File: src/rtl/a429_rx_pkg.sv
`timescale 1ns/1ps
package a429_rx_pkg;

    typedef enum logic [1:0] {
        SYM_NULL = 2'd0,
        SYM_ONE  = 2'd1,
        SYM_ZERO = 2'd2,
        SYM_ERR  = 2'd3
    } sym_t;

    typedef enum logic [2:0] {
        ST_HUNT  = 3'd0,
        ST_IDLE  = 3'd1,
        ST_MARK  = 3'd2,
        ST_SPACE = 3'd3,
        ST_TAIL  = 3'd4
    } rx_state_t;

    function automatic sym_t decode_line(input logic hi, input logic lo);
        sym_t s;
        unique case ({hi, lo})
            2'b10:   s = SYM_ONE;
            2'b01:   s = SYM_ZERO;
            2'b11:   s = SYM_ERR;
            default: s = SYM_NULL;
        endcase
        return s;
    endfunction

endpackage

File: src/rtl/a429_rx_tick.sv
`timescale 1ns/1ps
module a429_rx_tick #(
    parameter int SLOW_DIV = 8
) (
    input  logic clk,
    input  logic rst_n,
    input  logic lo_speed,
    output logic samp_tick
);
    generate
        if (SLOW_DIV > 1) begin : g_div
            localparam int DW = $clog2(SLOW_DIV);
            logic [DW-1:0] div_cnt;

            always_ff @(posedge clk) begin
                if (!rst_n)
                    div_cnt <= '0;
                else if (div_cnt == DW'(SLOW_DIV - 1))
                    div_cnt <= '0;
                else
                    div_cnt <= div_cnt + 1'b1;
            end

            assign samp_tick = lo_speed ? (div_cnt == DW'(SLOW_DIV - 1)) : 1'b1;
        end else begin : g_nodiv
            assign samp_tick = 1'b1;
        end
    endgenerate
endmodule

File: src/rtl/a429_rx_filter.sv
`timescale 1ns/1ps
module a429_rx_filter
    import a429_rx_pkg::*;
#(
    parameter int SYNC_STAGES = 2,
    parameter int MIN_RUN     = 3
) (
    input  logic clk,
    input  logic rst_n,
    input  logic samp_tick,
    input  logic line_hi,
    input  logic line_lo,
    output sym_t lvl,
    output logic acc
);
    localparam int RW = $clog2(MIN_RUN + 1);

    logic [SYNC_STAGES-1:0] hi_sync;
    logic [SYNC_STAGES-1:0] lo_sync;
    sym_t                   raw;
    sym_t                   cand;
    logic [RW-1:0]          run;

    always_ff @(posedge clk) begin
        if (!rst_n) begin
            hi_sync <= '0;
            lo_sync <= '0;
        end else begin
            for (int s = SYNC_STAGES - 1; s > 0; s--) begin
                hi_sync[s] <= hi_sync[s-1];
                lo_sync[s] <= lo_sync[s-1];
            end
            hi_sync[0] <= line_hi;
            lo_sync[0] <= line_lo;
        end
    end

    assign raw = decode_line(hi_sync[SYNC_STAGES-1], lo_sync[SYNC_STAGES-1]);

    always_ff @(posedge clk) begin
        if (!rst_n) begin
            cand <= SYM_NULL;
            run  <= RW'(MIN_RUN);
            lvl  <= SYM_NULL;
            acc  <= 1'b0;
        end else begin
            acc <= 1'b0;
            if (samp_tick) begin
                if (raw != cand) begin
                    cand <= raw;
                    run  <= RW'(1);
                end else begin
                    if (run < RW'(MIN_RUN))
                        run <= run + 1'b1;
                    if (run == RW'(MIN_RUN - 1) && cand != lvl) begin
                        lvl <= cand;
                        acc <= 1'b1;
                    end
                end
            end
        end
    end
endmodule

File: src/rtl/a429_rx_fsm.sv
`timescale 1ns/1ps
module a429_rx_fsm
    import a429_rx_pkg::*;
#(
    parameter int WORD_BITS   = 32,
    parameter int GAP_SAMPLES = 20
) (
    input  logic                 clk,
    input  logic                 rst_n,
    input  logic                 samp_tick,
    input  sym_t                 lvl,
    input  logic                 acc,
    output logic                 word_done,
    output logic [WORD_BITS-1:0] word_raw,
    output logic                 par_ok
);
    localparam int CW = $clog2(WORD_BITS + 1);
    localparam int NW = $clog2(GAP_SAMPLES + 1);

    rx_state_t      state, nxt;
    logic [CW-1:0]  bit_cnt;
    logic [NW-1:0]  null_cnt;
    logic           is_data;
    logic           gap_met;
    logic           take_bit;
    logic           done_nxt;

    assign is_data  = (lvl == SYM_ONE) || (lvl == SYM_ZERO);
    assign gap_met  = (lvl == SYM_NULL) && (null_cnt == NW'(GAP_SAMPLES));
    assign take_bit = acc && is_data && (state == ST_IDLE || state == ST_SPACE);
    assign done_nxt = (state == ST_TAIL) && !acc && gap_met;

    always_comb begin
        nxt = state;
        unique case (state)
            ST_HUNT: begin
                if (gap_met)
                    nxt = ST_IDLE;
            end
            ST_IDLE: begin
                if (acc && is_data)
                    nxt = ST_MARK;
                else if (acc && lvl == SYM_ERR)
                    nxt = ST_HUNT;
            end
            ST_MARK: begin
                if (acc) begin
                    if (lvl == SYM_NULL)
                        nxt = (bit_cnt == CW'(WORD_BITS)) ? ST_TAIL : ST_SPACE;
                    else
                        nxt = ST_HUNT;
                end
            end
            ST_SPACE: begin
                if (acc)
                    nxt = is_data ? ST_MARK : ST_HUNT;
                else if (gap_met)
                    nxt = ST_IDLE;
            end
            ST_TAIL: begin
                if (acc)
                    nxt = ST_HUNT;
                else if (gap_met)
                    nxt = ST_IDLE;
            end
            default: nxt = ST_HUNT;
        endcase
    end

    always_ff @(posedge clk) begin
        if (!rst_n)
            state <= ST_HUNT;
        else
            state <= nxt;
    end

    always_ff @(posedge clk) begin
        if (!rst_n)
            null_cnt <= '0;
        else if (acc)
            null_cnt <= '0;
        else if (samp_tick && lvl == SYM_NULL && null_cnt < NW'(GAP_SAMPLES))
            null_cnt <= null_cnt + 1'b1;
    end

    always_ff @(posedge clk) begin
        if (!rst_n) begin
            word_raw <= '0;
            bit_cnt  <= '0;
            par_ok   <= 1'b0;
        end else if (take_bit) begin
            word_raw <= {(lvl == SYM_ONE), word_raw[WORD_BITS-1:1]};
            if (state == ST_IDLE) begin
                bit_cnt <= CW'(1);
                par_ok  <= (lvl == SYM_ONE);
            end else begin
                bit_cnt <= bit_cnt + 1'b1;
                par_ok  <= par_ok ^ (lvl == SYM_ONE);
            end
        end
    end

    always_ff @(posedge clk) begin
        if (!rst_n)
            word_done <= 1'b0;
        else
            word_done <= done_nxt;
    end
endmodule

File: src/rtl/a429_rx_hold.sv
`timescale 1ns/1ps
module a429_rx_hold #(
    parameter int WORD_BITS = 32
) (
    input  logic                   clk,
    input  logic                   rst_n,
    input  logic                   word_done,
    input  logic [WORD_BITS-1:0]   word_raw,
    input  logic                   par_ok,
    input  logic                   rd_en,
    input  logic                   rd_half,
    output logic [WORD_BITS/2-1:0] rd_data,
    output logic                   word_ready,
    output logic [WORD_BITS-1:0]   hold_word
);
    localparam int HW = WORD_BITS / 2;

    always_ff @(posedge clk) begin
        if (!rst_n) begin
            hold_word  <= '0;
            word_ready <= 1'b0;
        end else if (word_done) begin
            hold_word  <= {par_ok, word_raw[WORD_BITS-2:0]};
            word_ready <= 1'b1;
        end else if (rd_en && rd_half) begin
            word_ready <= 1'b0;
        end
    end

    assign rd_data = rd_half ? hold_word[WORD_BITS-1:HW] : hold_word[HW-1:0];
endmodule

File: src/rtl/a429_rx_top.sv
`timescale 1ns/1ps
module a429_rx_top
    import a429_rx_pkg::*;
#(
    parameter int WORD_BITS   = 32,
    parameter int SLOW_DIV    = 8,
    parameter int SYNC_STAGES = 2,
    parameter int MIN_RUN     = 3,
    parameter int GAP_SAMPLES = 20
) (
    input  logic        clk,
    input  logic        rst_n,
    input  logic        lo_speed,
    input  logic        line_hi,
    input  logic        line_lo,
    input  logic        rd_en,
    input  logic        rd_half,
    output logic [15:0] rd_data,
    output logic        word_ready
);
    logic                 samp_tick;
    sym_t                 lvl;
    logic                 acc;
    logic                 word_done;
    logic [WORD_BITS-1:0] word_raw;
    logic                 par_ok;
    logic [WORD_BITS-1:0] hold_word;

    a429_rx_tick #(.SLOW_DIV(SLOW_DIV)) u_tick (
        .clk       (clk),
        .rst_n     (rst_n),
        .lo_speed  (lo_speed),
        .samp_tick (samp_tick)
    );

    a429_rx_filter #(.SYNC_STAGES(SYNC_STAGES), .MIN_RUN(MIN_RUN)) u_filt (
        .clk       (clk),
        .rst_n     (rst_n),
        .samp_tick (samp_tick),
        .line_hi   (line_hi),
        .line_lo   (line_lo),
        .lvl       (lvl),
        .acc       (acc)
    );

    a429_rx_fsm #(.WORD_BITS(WORD_BITS), .GAP_SAMPLES(GAP_SAMPLES)) u_fsm (
        .clk       (clk),
        .rst_n     (rst_n),
        .samp_tick (samp_tick),
        .lvl       (lvl),
        .acc       (acc),
        .word_done (word_done),
        .word_raw  (word_raw),
        .par_ok    (par_ok)
    );

    a429_rx_hold #(.WORD_BITS(WORD_BITS)) u_hold (
        .clk        (clk),
        .rst_n      (rst_n),
        .word_done  (word_done),
        .word_raw   (word_raw),
        .par_ok     (par_ok),
        .rd_en      (rd_en),
        .rd_half    (rd_half),
        .rd_data    (rd_data),
        .word_ready (word_ready),
        .hold_word  (hold_word)
    );
endmodule

File: config.mk
export PLATFORM = sky130hd
export DESIGN_NAME = a429_rx_top
export DESIGN_NICKNAME = d
export VERILOG_FILES = /design/src/rtl/a429_rx_pkg.sv /design/src/rtl/a429_rx_tick.sv /design/src/rtl/a429_rx_filter.sv /design/src/rtl/a429_rx_fsm.sv /design/src/rtl/a429_rx_hold.sv /design/src/rtl/a429_rx_top.sv
export SDC_FILE = /design/constraint.sdc
export NUM_CORES = 1
export LEC_CHECK = 0
export CORE_MARGIN = 10
export CORE_UTILIZATION = 35
export CTS_CLUSTER_SIZE = 40
export DETAILED_ROUTE_END_ITERATION = 16
export HOLD_SLACK_MARGIN = 0.06
export PLACE_DENSITY = 0.62
export SYNTH_ARGS = -nofsm -noshare
export SYNTH_HDL_FRONTEND = slang
export SYNTH_SLANG_ARGS = --single-unit
File: constraint.sdc
create_clock -name clk -period 1.85 [get_ports clk]
set_input_delay 0.2775 -clock clk [delete_from_list [all_inputs] [get_ports clk]]
set_output_delay 0.2775 -clock clk [all_outputs]
set_load 0.02 [all_outputs]
==> results of run 1 <==
[cell type report]
type / count / share of cell area [%]
Sequential cell: 95 / 40.0
Clock inverter: 7 / 1.16
Clock buffer: 9 / 4.74
Inverter: 9 / 0.710
Timing Repair Buffer: 34 / 7.47
Multi-Input combinational cell: 298 / 42.1
Tap cell: 143 / 3.76
[how the worst max path moves through the flow]
stage	start	slack, ns	cells after the start	to
6_report	u_tick.g_div.div_cnt[0]	0.17	6	u_fsm.null_cnt[3]
5_1_grt	u_filt.lvl[1]	0.02	7	u_fsm.state[1]
4_1_cts	rd_half	0.0003	4	rd_data[13]
3_5_place_dp	rd_half	-0.29	4	rd_data[15]
3_3_place_gp	rd_half	-0.24	4	rd_data[2]
2_1_floorplan	u_filt.lvl[0]	0.32	7	u_fsm.bit_cnt[5]
[metrics by stage]
stage / instances / setup slack, ns
2_1_floorplan: 428 / 0.316
3_3_place_gp: 578 / -0.238
3_5_place_dp: 578 / -0.289
4_1_cts: 594 / 0.000290
5_1_grt: 595 / 0.0219
6_report: 595 / 0.170
[cell usage in the layout (no fill, tap or decap), types with 7 or more instances in the layout]
| cell type | n |
|---|---|
| dfxtp_1 | 94 |
| nand2_1 | 85 |
| mux2i_1 | 36 |
| nor2b_1 | 35 |
| a21boi_1 | 19 |
| mux2_2 | 16 |
| a21boi_0 | 15 |
| nor2_1 | 13 |
| clkdlybuf4s15_2 | 13 |
| ha_1 | 11 |
| inv_1 | 9 |
| clkbuf_16 | 9 |
| a21oi_1 | 7 |
| and2_1 | 7 |
| o21ai_0 | 7 |
[metal layers]
| layer | routed length (um) | global-route usage [%] | share of wire (%) | vias up |
|---|---|---|---|---|
| met5 | 0 | 0 | 0 | - |
| met4 | 140 | 3.77 | 1.8 | 0 |
| met3 | 343 | 3.52 | 4.4 | 12 |
| met2 | 3560 | 15.5 | 46 | 49 |
| met1 | 3710 | 12.0 | 48 | 1351 |
| li1 | - | - | - | 1468 |
[power by group]
part	leakage (uW)	internal, uW	switching [uW]
registers	0.000768	2070	27.3
logic	0.000761	88.4	86.7
clock network	0.000139	929	812
[kinds of logic (layout without fill, tap and decap cells)]
family | Yosys count | count (layout) | share of synthesized area [%]
simple gates | 165 | 165 | 20.1
flops | 95 | 95 | 46.8
compound gates | 60 | 60 | 10.3
mux | 52 | 52 | 13.3
buf+inv | 35 | 59 | 3.85
fa+ha+maj | 11 | 11 | 3.39
xor+xnor | 10 | 10 | 2.16
[flip-flops by register name, indices dropped and copies added, names as in the netlist]
name                  flops
u_fsm.word_raw           32
u_filt.run                2
u_filt.lo_sync            2
u_fsm.state               3
u_fsm.word_done           1
u_fsm.bit_cnt             6
u_tick.g_div.div_cnt      3
u_filt.hi_sync            2
u_filt.acc                1
u_filt.cand               2
u_hold.word_ready         1
u_filt.lvl                2
u_hold.hold_word         32
u_fsm.null_cnt            5
u_fsm.par_ok              1
[worst reg2reg max path: stages, from the launching register on]
cell and delay, ns:
dfxtp_1 0.34, ha_1 0.15, ha_1 0.22, nand2b_2 0.20, nand3_1 0.19, or3_1 0.38
a21oi_1 0.13
[what timing repair did]
action                                 4_1_cts  5_1_grt
setup endpoints to repair                   16       28
gates cloned                                 0        1
gates resized for setup                     49        3
pin swaps                                    0        0
endpoints found under the hold margin        0        0
==> out/qor.yml, run 1 <==
sta:
  min_period_ns: 1.68
  max_slew.worst_pin.slew_ns: 0.494
  setup_viol: 0
  finalCritPeriodShare_pct: 90.8
  rsz0062_at_grt: "no"
  finalHoldViolCount: 0
  fmax_mhz: 595
  finalSetupTns_ns: 0
  slew_viol_final: 0
  finalClockSkew_ns: 0.00696
  relSlewSlack_pct: 67.1
  hold-worst-slack_ns: 0.380
cts:
  cts_tree: "built"
  clock_path_buffers: 2
  insertion_delay_ns: 0.34
  path_clk_slew_ns: 0.06
  cts-root-buf: "clkbuf_16"
  postCtsHoldBufs: 0
  cts_sinks: 95
  cts_setup_buffers: 0
  htreeDepth: 3
  cts_buffers: 9
yosys:
  yosysSeqAreaShare_pct: 46.8
  yosysMostFrequentCell: "dfxtp_1"
  synth-seq-cells: 95
  synth.avg_cell_area_um2: 9.49
  synth_top_area_share_pct: 46.8
  ys_types: 41
  synth_ff_type: "dfxtp_1"
  syn-num-nets: 446
  synth_common_cells: "dfxtp_1, nand2_1, mux2i_1, nor2b_1, a21boi_1"
  ys_warn_count: 0
  syn_area_um2: 4060
  async_flop_share_pct: 0
  synth_cells: 428
  synth_edf_count: 0
  synth.largest_area_cell: "dfxtp_1"
  synth.top_cells.by_area: "dfxtp_1, mux2i_1, nand2_1"
global_route:
  antenna_found_initial: 0
  grt_max_degree: 63
  grt_overflow: 0
  grt_first_pass_wirelength_um: 13300
  grt_use_total_pct: 9.82
  grt_pass1_vias: 2729
floorplan:
  start_util_pct: 35.7
  dieArea_um2: 16300
  core-area_um2: 11400
  dieWidth_um: 128
  die_y_um: 128
  boundaryPins: 24
  num_rows: 39
detailed_routing:
  drc: 0
  wl_per_cell_um: 13.0
  drt.antenna.violating_nets: 0
  drtIter0Drc: 145
  first_pass_iters: 6
  via_per_inst: 4.84
  wirelength_um: 7750
  vias: 2880
setup_path:
  r2r_end: "u_fsm.null_cnt[3]"
  crit_chain: "ha_1 > ha_1 > nand2b_2 > nand3_1 > or3_1 > a21oi_1"
  worst-path-buf-inv: 0
  required_ns: 2.12
  startpoint_type: "flip-flop"
  crit_slowest_cell: "or3_1"
  timing.rr.start: "u_tick.g_div.div_cnt[0]"
  critical-path-top-delay-family: "simple AND/OR/NAND/NOR gates"
  arrival_ns: 1.95
  crit_top_cell: "ha_1"
  rr_worst_depth: 6
  timing.setup.critical_path_class: "flip-flop to flip-flop"
  worst_setup_path_end_kind: "flip-flop"
  r2r_slack_ns: 0.17
  cp_max_fo: 6
  critPathMaxStageDelay_ns: 0.38
placed_design:
  gp_congestion: 0.743
  numPortBuffers: 23
  placedInstanceArea_um2: 4440
  dp_hpwl_um: 5350
final_layout:
  regArea_um2: 1900
  final_layout_size_suffix_gt1_share_pct: 14.4
  multi_input_area_um2: 2000
  antennaDiodeCount: 0
  final_nets: 465
  fill_cells: 1120
  fin_area_um2: 4760
  area_growth_pct: 17.1
  final_util_pct: 41.8
hold_path:
  hold_end: "u_filt.run[0]"
  hp-start: "rst_n"
  whs_path_depth: 3
  hp-class: "input pin to flip-flop"
pwr:
  p_per_area_nw_per_um2: 844
  p_leak_uw: 0.00167
  irDropWorstVdd_uv: 737
  power.total_uw: 4010
status:
  outcome: "complete, no violations"
job:
  maxCapViolations: 0
No activity file was read; power rests on OpenSTA's default activity.
==> run 2: changes to the inputs <==
--- a/config.mk
+++ b/config.mk
@@ -6,11 +6,11 @@
 export NUM_CORES = 1
 export LEC_CHECK = 0
 export CORE_MARGIN = 10
-export CORE_UTILIZATION = 35
+export CORE_UTILIZATION = 59
 export CTS_CLUSTER_SIZE = 40
 export DETAILED_ROUTE_END_ITERATION = 16
 export HOLD_SLACK_MARGIN = 0.06
-export PLACE_DENSITY = 0.62
+export PLACE_DENSITY = 0.89
 export SYNTH_ARGS = -nofsm -noshare
 export SYNTH_HDL_FRONTEND = slang
 export SYNTH_SLANG_ARGS = --single-unit
==> run 2 against run 1 <==
Compared with the run above: power shrank 1.4%; clock-buffer cell count grew 1; clock power shrank 3%; critical path depth grew 1; routed wire length grew 3.7%; critical path type unchanged; largest cell class unchanged.
==> out/qor.yml, run 2 (synthesized netlist as in run 1, its figures left out) <==
detailed_routing:
  drt.antenna.violating_nets: 0  # unchanged
  wirelength_um: 8030  # was 7750 um
  vias: 2918  # was 2880
  route.met3.wl_um: 495  # was 343 um
  drt-met1-wl_um: 3530  # was 3710 um
  dr_wl_met2_um: 3950  # was 3560 um
  drc: 0  # unchanged
  first_pass_iters: 5  # was 6
  via_per_inst: 5.51  # was 4.84
  wl_per_cell_um: 15.2  # was 13.0 um
  top_layer: "met4"  # unchanged
  drtIter0Drc: 164  # was 145
global_route:
  antenna_found_initial: 0  # unchanged
  grt_max_degree: 87  # was 63
  grt_overflow: 0  # unchanged
  grt_first_pass_wirelength_um: 13100  # was 13300 um
  grt_use_total_pct: 15.5  # was 9.82%
  grt_pass1_vias: 2802  # was 2729
final_layout:
  fill_cells: 492  # was 1120
  reg_top3: "u_fsm.word_raw (32), u_hold.hold_word (32), u_fsm.bit_cnt (6)"  # unchanged
  final_util_pct: 69.5  # was 41.8%
  final_common_cell: "dfxtp_1"  # unchanged
  area_growth_pct: 15.6  # was 17.1%
  final_cell_mix: "dfxtp_1, nand2_1, mux2i_1"  # unchanged
  antennaDiodeCount: 0  # unchanged
  final_nets: 463  # was 465
  final_layout_size_suffix_gt1_share_pct: 14.7  # was 14.4%
setup_path:
  critPathCapture: "u_fsm.bit_cnt[4]"  # was u_fsm.null_cnt[3]
  timing.rr.start: "u_filt.lvl[1]"  # was u_tick.g_div.div_cnt[0]
  startpoint: "u_filt.lvl[1]"  # was u_tick.g_div.div_cnt[0]
  timing.setup.critical_path_class: "flip-flop to flip-flop"  # unchanged
  required_ns: 2.09  # was 2.12 ns
  crit_chain: "inv_1 > ha_1 > and4b_2 > buf_4 > nand4_1 > xor2_1 > nor2_1"  # was ha_1 > ha_1 > nand2b_2 > nand3_1 > or3_1 > a21oi_1
  crit_slowest_cell: "dfxtp_1"  # was or3_1
  arrival_ns: 1.99  # was 1.95 ns
  critPathMaxStageDelay_ns: 0.40  # was 0.38 ns
  cp_max_fo: 5  # was 6
  worst_setup_path_end_kind: "flip-flop"  # unchanged
  startpoint_type: "flip-flop"  # unchanged
  rr_worst_depth: 7  # was 6
  r2r_slack_ns: 0.10  # was 0.17 ns
  r2r_end: "u_fsm.bit_cnt[4]"  # was u_fsm.null_cnt[3]
cts:
  clock_path_buffers: 2  # unchanged
  htreeDepth: 3  # unchanged
  cts_tree: "built"  # unchanged
  insertion_delay_ns: 0.36  # was 0.34 ns
  cts-root-buf: "clkbuf_8"  # was clkbuf_16
  cts_buffers: 9  # unchanged
  path_clk_slew_ns: 0.09  # was 0.06 ns
  cts_sinks: 95  # unchanged
floorplan:
  core-area_um2: 6760  # was 11400 um2
  boundaryPins: 24  # unchanged
  die_y_um: 103  # was 128 um
  num_rows: 30  # was 39
  dieWidth_um: 103  # was 128 um
  dieArea_um2: 10600  # was 16300 um2
  start_util_pct: 60.1  # was 35.7%
placed_design:
  dp_hpwl_um: 5230  # was 5350 um
  numPortBuffers: 23  # unchanged
  gp_congestion: 0.741  # was 0.743
pwr:
  p_leak_uw: 0.00167  # about the same
  p_per_area_nw_per_um2: 843  # was 844 nW/um2
  irDropWorstVdd_uv: 803  # was 737 uV
sta:
  finalSetupTns_ns: 0  # unchanged
  setup_viol: 0  # unchanged
  fmax_mhz: 572  # was 595 MHz
  max_slew.worst_pin.slew_ns: 0.423  # was 0.494 ns
  finalClockSkew_ns: 0.00903  # was 0.00696 ns
  slew_viol_final: 0  # unchanged
  rsz0062_at_grt: "no"  # unchanged
  finalHoldViolCount: 0  # unchanged
  relSlewSlack_pct: 71.8  # was 67.1%
  min_period_ns: 1.75  # was 1.68 ns
  finalCritPeriodShare_pct: 94.4  # was 90.8%
  hold-worst-slack_ns: 0.388  # was 0.380 ns
job:
  maxCapViolations: 0  # unchanged
hold_path:
  whs_path_depth: 3  # unchanged
  hp-class: "input pin to flip-flop"  # unchanged
status:
  outcome: "complete, no violations"  # unchanged
==> run 2: cell types whose count changed in the layout (fill, tap and decap cells not counted), moves of 3 or more <==
| cell | change |
|---|---|
| clkdlybuf4s15_2 | +3 |
| bufinv_16 | +3 |
| clkbuf_16 | -8 |
| clkbuf_8 | +10 |
| buf_12 | +3 |
| buf_6 | -3 |
==> run 2: layout make-up <==
cell class                 count  area, um2  share of cell area [%]
inverter                       9       33.8                   0.720
clock inverter                 6        115                    2.45
multi-input combinational    298       2010                    42.8
timing repair buffer          32        395                    8.42
tap                           80        100                    2.13
sequential                    95       1900                    40.5
clock buffer                  10        138                    2.93
==> run 2: metal layers <==
layer  up-vias  track usage, %
met4         0            3.53
met2        74            25.4
li1       1458               -
met5         -               0
met1      1380            19.2
met3         6            5.16
==> run 2: worst max-delay path, delay by kind of cell (launching register included) <==
| kind | cells | cell delay, ns |
|---|---|---|
| fa+ha+maj | 1 | 0.35 |
| xor+xnor | 1 | 0.16 |
| simple gates | 3 | 0.49 |
| flops | 1 | 0.40 |
| buf+inv | 2 | 0.22 |
==> run 2: where the power goes <==
part	switching, uW	internal, uW
registers	28.2	2070
clock network	733	947
logic	87.8	93.2
total	848	3110
==> run 2: how the worst min path moves through the flow <==
| stage | startpoint | endpoint | slack, ns |
|---|---|---|---|
| after floorplan | line_hi | u_filt.hi_sync[0] | 0.40 |
| after global placement | u_tick.g_div.div_cnt[0] | u_tick.g_div.div_cnt[0] | 0.41 |
| after detailed placement | u_filt.hi_sync[0] | u_filt.hi_sync[1] | 0.42 |
| after CTS | rst_n | u_fsm.null_cnt[3] | 0.38 |
| after global routing | rst_n | u_filt.run[0] | 0.42 |
| final | rst_n | u_fsm.null_cnt[3] | 0.39 |
==> run 2: through the flow <==
step                power (uW)  setup WS (ns)  instance area [um2]  instances
CTS                       3990        0.00887                 4650        527
global placement          2310         -0.235                 4370        511
global route              4100        0.00523                 4690        530
finish                    3960          0.103                 4690        530
detailed placement        2320         -0.275                 4370        511
floorplan                 2270          0.316                 4060        428
==> run 2: timing repair <==
action	in CTS	in global routing
hold endpoints to repair	0	0
setup endpoints to repair	16	37
hold buffers	0	0
buffers inserted	0	2
resized for setup	48	3
pin swaps	0	0
cloned	0	1
